--- config.mk ---
export PLATFORM = sky130hd
export DESIGN_NAME = pwr_clk_gate
export DESIGN_NICKNAME = d
export VERILOG_FILES = /design/src/rtl/pgc_pkg.sv /design/src/rtl/pgc_regs.sv /design/src/rtl/pgc_select.sv /design/src/rtl/pgc_outreg.sv /design/src/rtl/pwr_clk_gate.sv
export SDC_FILE = /design/constraint.sdc
export NUM_CORES = 1
export LEC_CHECK = 0
export CAP_MARGIN = 30
export CORE_MARGIN = 4
export CORE_UTILIZATION = 24
export DETAILED_ROUTE_END_ITERATION = 16
export PLACE_DENSITY = 0.78
export SYNTH_ARGS = -nofsm -noshare
export SYNTH_HDL_FRONTEND = slang
export SYNTH_SLANG_ARGS = --single-unit
export TNS_END_PERCENT = 30
--- constraint.sdc ---
create_clock -name clk -period 1.52 [get_ports clk]
set_input_delay 0.456 -clock clk [delete_from_list [all_inputs] [get_ports clk]]
set_output_delay 0.456 -clock clk [all_outputs]
set_load 0.01 [all_outputs]
--- src/rtl/pgc_pkg.sv ---
package pgc_pkg;
  typedef enum logic [1:0] {
    MODE_RUN   = 2'd0,
    MODE_SLEEP = 2'd1,
    MODE_DEEP  = 2'd2,
    MODE_DEEP2 = 2'd3
  } op_mode_e;

  localparam int N_MODES   = 3;
  localparam int GATE_ADDR = 0;
  localparam int PWR_ADDR  = 1;
endpackage

--- src/rtl/pgc_regs.sv ---
module pgc_regs
  import pgc_pkg::*;
#(
  parameter int ADDR_W = 4,
  parameter int DATA_W = 32
) (
  input  logic              clk,
  input  logic              rst_n,
  input  logic              wr,
  input  logic [ADDR_W-1:0] addr,
  input  logic [DATA_W-1:0] wdata,
  output logic [DATA_W-1:0] rdata,
  output logic [N_MODES-1:0] gate,
  output logic              retain
);
  localparam logic [ADDR_W-1:0] A_GATE = ADDR_W'(GATE_ADDR);
  localparam logic [ADDR_W-1:0] A_PWR  = ADDR_W'(PWR_ADDR);

  logic [N_MODES-1:0] gate_q;
  logic               retain_q;
  logic               unused_wbits;

  assign unused_wbits = ^wdata[DATA_W-1:N_MODES];

  always_ff @(posedge clk) begin
    if (!rst_n) begin
      gate_q   <= '0;
      retain_q <= 1'b1;
    end else if (wr) begin
      if (addr == A_GATE) gate_q   <= wdata[N_MODES-1:0];
      if (addr == A_PWR)  retain_q <= wdata[0];
    end
  end

  always_comb begin
    rdata = '0;
    if (addr == A_GATE)     rdata[N_MODES-1:0] = gate_q;
    else if (addr == A_PWR) rdata[0]           = retain_q;
  end

  assign gate   = gate_q;
  assign retain = retain_q;
endmodule

--- src/rtl/pgc_select.sv ---
module pgc_select
  import pgc_pkg::*;
(
  input  logic [1:0]         mode,
  input  logic [N_MODES-1:0] gate,
  input  logic               retain,
  output logic               pwr_nx,
  output logic               clk_nx
);
  logic [N_MODES-1:0] hit;
  logic               gate_cur;

  for (genvar m = 0; m < N_MODES; m++) begin : g_mode
    if (m == N_MODES - 1) begin : g_last
      assign hit[m] = (int'(mode) >= m);
    end else begin : g_exact
      assign hit[m] = (int'(mode) == m);
    end
  end

  assign gate_cur = |(hit & gate);
  assign clk_nx   = gate_cur;
  assign pwr_nx   = gate_cur | retain;
endmodule

--- src/rtl/pgc_outreg.sv ---
module pgc_outreg (
  input  logic clk,
  input  logic rst_n,
  input  logic pwr_nx,
  input  logic clk_nx,
  output logic pwr_en,
  output logic clk_en,
  output logic per_rst
);
  logic pwr_q, clk_q, lost_q, pulse_q;

  always_ff @(posedge clk) begin
    if (!rst_n) begin
      pwr_q   <= 1'b1;
      clk_q   <= 1'b0;
      lost_q  <= 1'b0;
      pulse_q <= 1'b0;
    end else begin
      pwr_q   <= pwr_nx;
      clk_q   <= clk_nx & pwr_nx;
      pulse_q <= pwr_nx & lost_q;
      lost_q  <= ~pwr_nx;
    end
  end

  assign pwr_en  = pwr_q;
  assign clk_en  = clk_q;
  assign per_rst = pulse_q;
endmodule

--- src/rtl/pwr_clk_gate.sv ---
module pwr_clk_gate
  import pgc_pkg::*;
#(
  parameter int ADDR_W = 4,
  parameter int DATA_W = 32
) (
  input  logic              clk,
  input  logic              rst_n,
  input  logic [1:0]        op_mode,
  input  logic              reg_wr,
  input  logic [ADDR_W-1:0] reg_addr,
  input  logic [DATA_W-1:0] reg_wdata,
  output logic [DATA_W-1:0] reg_rdata,
  output logic              pwr_en,
  output logic              clk_en,
  output logic              per_rst
);
  logic [N_MODES-1:0] gate;
  logic               retain;
  logic               pwr_nx, clk_nx;

  pgc_regs #(.ADDR_W(ADDR_W), .DATA_W(DATA_W)) u_regs (
    .clk(clk), .rst_n(rst_n), .wr(reg_wr), .addr(reg_addr),
    .wdata(reg_wdata), .rdata(reg_rdata), .gate(gate), .retain(retain)
  );

  pgc_select u_sel (
    .mode(op_mode), .gate(gate), .retain(retain),
    .pwr_nx(pwr_nx), .clk_nx(clk_nx)
  );

  pgc_outreg u_out (
    .clk(clk), .rst_n(rst_n), .pwr_nx(pwr_nx), .clk_nx(clk_nx),
    .pwr_en(pwr_en), .clk_en(clk_en), .per_rst(per_rst)
  );
endmodule

==> results.cfg <==
[clocking]
cts_tree = done
clkTransAtPathRegs_ns = 0.05
clk_path_buf_depth = 2
h-tree-depth = 1
clock_sinks = 8
cts_buffers = 3
worstSkewPairLatency_ns = 0.25
cts_root_buf = clkbuf_4

[yosys]
synth_area_leaders = buf_4, dfxtp_1, and2_1
synth_area_leader_cell = buf_4
synth_seq_cells = 8
yosysSeqAreaShare_pct = 28.2
synth_warnings = 0
syn_area_per_cell_sq_um = 8.61
synthDistinctLibCells = 18
syn-instance-count = 66
mappedNetlistArea_sq_um = 568
yosysTopAreaCellShare_pct = 38.3

[worst_setup_path]
cp_max_fo = 4
required_ns = 1.06
cp-start-kind = input port
cp.arrival_ns = 1.19
worstRegToRegCells = 4
worstReg2RegEnd = u_out.pwr_en
crit_type = in2out
r2r_start = u_regs.gate[0]
r2r_slack_ns = 0.38
cp-end-kind = primary output

[detailed_routing]
drc_errors = 0
routed_wl_mm = 1.14
dr.pass1.iters = 4
drtIter0Drc = 5
ant_nets = 0
wl_per_cell_microns = 9.60
via_per_inst = 3.65
via_count = 434

[grt]
grt-ovfl-total = 0
gr-usage-met3_pct = 3.22
grt_pass1_vias = 389
grt_usage_pct = 6.90
grtUsageMet1_pct = 6.76
grt.met2_usage_pct = 11.2
top_usage_layer = met2
grt_pass1_wl_mm = 1.70
antenna_found_initial = 0
grt_max_degree = 11

[die]
dieArea_sq_um = 3210
die_h_microns = 56.7
io_pins = 76
initial_utilization_pct = 25.4
rows = 17
core_area_sq_um = 2230
die_w_microns = 56.7

[timing]
clock-skew-final_ns = 0.00255
finalSetupTns_ns = -0.321
final.setup.worst_slack_ns = -0.125
post-route-period-util_pct = 108
final.min_clock_period_ns = 1.64
fmax_mhz = 608
setup_violations = 3
slew_violations = 0
rsz0062_at_grt = yes
final_hold_viol_count = 0

[min_path]
hold_end = u_out.per_rst
hp-start = u_out.lost_q
hold_path_depth = 1
hp-class = reg2reg

[outcome]
outcome = finished with violations
failed_checks = setup timing

[final_layout]
multi_input_area_sq_um = 290
diodes = 0
area.sequential_sq_um = 160
fill_cells = 247
area_delta_synth_final_pct = 26.4
fin_nets = 134
fin_cells = 119
postLayoutCoreUtil_pct = 32.2
drive_gt1_share_pct = 22.0

[run]
maxCapViolCount = 0

[placed_design]
portBuffers = 17
place_ws_ns = -0.989
dpl.cell_count = 115
dpl.hpwl_microns = 959
place.gp.congestion = 0.796

[power]
intPower_w = 0.000344
finalPower_w = 0.000465
clockPowerShare_pct = 32.8
p_leak_nw = 0.356
combPwrFrac_pct = 21.1
max-vdd-ir-drop_mv = 0.229
p_sw_w = 0.000121
power.density_nw_per_um2 = 647
p_seq_share_pct = 46.1
netSwitchingFraction_pct = 26.0
-- power by group through the flow --
| stage | sequential [W] | combinational (W) | clock, W |
|---|---|---|---|
| floorplan | 0.000219 | 0.000101 | 0 |
| global placement | 0.000218 | 0.0000939 | 0 |
| detailed placement | 0.000218 | 0.0000945 | 0 |
| CTS | 0.000214 | 0.0000942 | 0.000162 |
| global route | 0.000214 | 0.000107 | 0.000169 |
| finish | 0.000214 | 0.0000979 | 0.000152 |
-- area by class of cell --
cell class                 instances  area share [%]
timing repair buffer              24            28.7
inverter                           1           0.523
sequential                         8            22.3
tap                               28            4.88
clock buffer                       3            3.14
multi-input combinational         55            40.4
-- metrics by stage --
step                area, sq um  hold slack (ns)
finish                      718            0.439
detailed placement          702            0.436
global placement            702            0.423
floorplan                   673            0.416
CTS                         707            0.446
global route                718            0.459
-- critical path: stages --
cell    delay, ns
buf_8        0.10
nor4_4       0.33
and2_1       0.17
buf_2        0.13
-- synthesized netlist by cell type, drive strengths merged --
| cell type | n |
|---|---|
| nor2 | 1 |
| conb | 1 |
| and2 | 4 |
| nor3b | 1 |
| or3 | 1 |
| mux2i | 2 |
| o311ai | 1 |
| nor4 | 1 |
| o21ai | 5 |
| or3b | 1 |
| buf | 29 |
| nand4 | 3 |
| nand2 | 5 |
| dfxtp | 8 |
| inv | 1 |
| o211a | 1 |
| clkbuf | 1 |
-- cell usage in the layout, fill, tap and decap left out, types with 3 or more instances in the layout --
| cell | n |
|---|---|
| nand4_1 | 3 |
| conb_1 | 29 |
| nand2_1 | 5 |
| dlygate4sd2_1 | 3 |
| buf_2 | 4 |
| clkbuf_4 | 3 |
| clkdlybuf4s50_1 | 7 |
| and2_1 | 4 |
| o21ai_0 | 4 |
| buf_4 | 7 |
| dfxtp_1 | 8 |
-- how the worst max path moves through the flow --
| stage | endpoint | from | cells after the start |
|---|---|---|---|
| after floorplan | reg_rdata[0] | reg_addr[1] | 2 |
| final | reg_rdata[2] | reg_addr[3] | 4 |
| after CTS | reg_rdata[2] | reg_addr[2] | 4 |
| after global placement | reg_rdata[1] | reg_addr[1] | 4 |
| after detailed placement | reg_rdata[2] | reg_addr[1] | 4 |
| after global routing | reg_rdata[2] | reg_addr[3] | 4 |
-- routing by layer --
metal / part of all wire, % / up-vias / wire length, microns
met5: 0 / - / 0
met4: 2.5 / 0 / 29
met3: 13 / 4 / 150
met2: 50 / 30 / 570
met1: 34 / 188 / 391
li1: - / 212 / -
-- cells by family (layout without fill, tap and decap cells) --
logic type      after synthesis  after routing  synth area share (%)
buf+inv                      31             28                  39.6
simple gates                 17             17                  20.3
flops                         8              8                  28.2
compound gates                7              7                  7.71
mux                           2              2                  3.52
other cells                   1             29                 0.660
-- flip-flops by register name (all words and copies together), names as in the netlist --
| signal | count |
|---|---|
| u_regs.gate | 3 |
| u_out.clk_en | 1 |
| u_out.lost_q | 1 |
| u_out.per_rst | 1 |
| u_out.pwr_en | 1 |
| u_regs.retain | 1 |
-- what timing repair did --
action,CTS,global route
hold buffers,0,0
pin swaps,5,3
endpoints found under the setup margin,7,3
resized for setup,37,1
buffers inserted,0,1
Note: power is estimated with default switching activity, not from simulation.
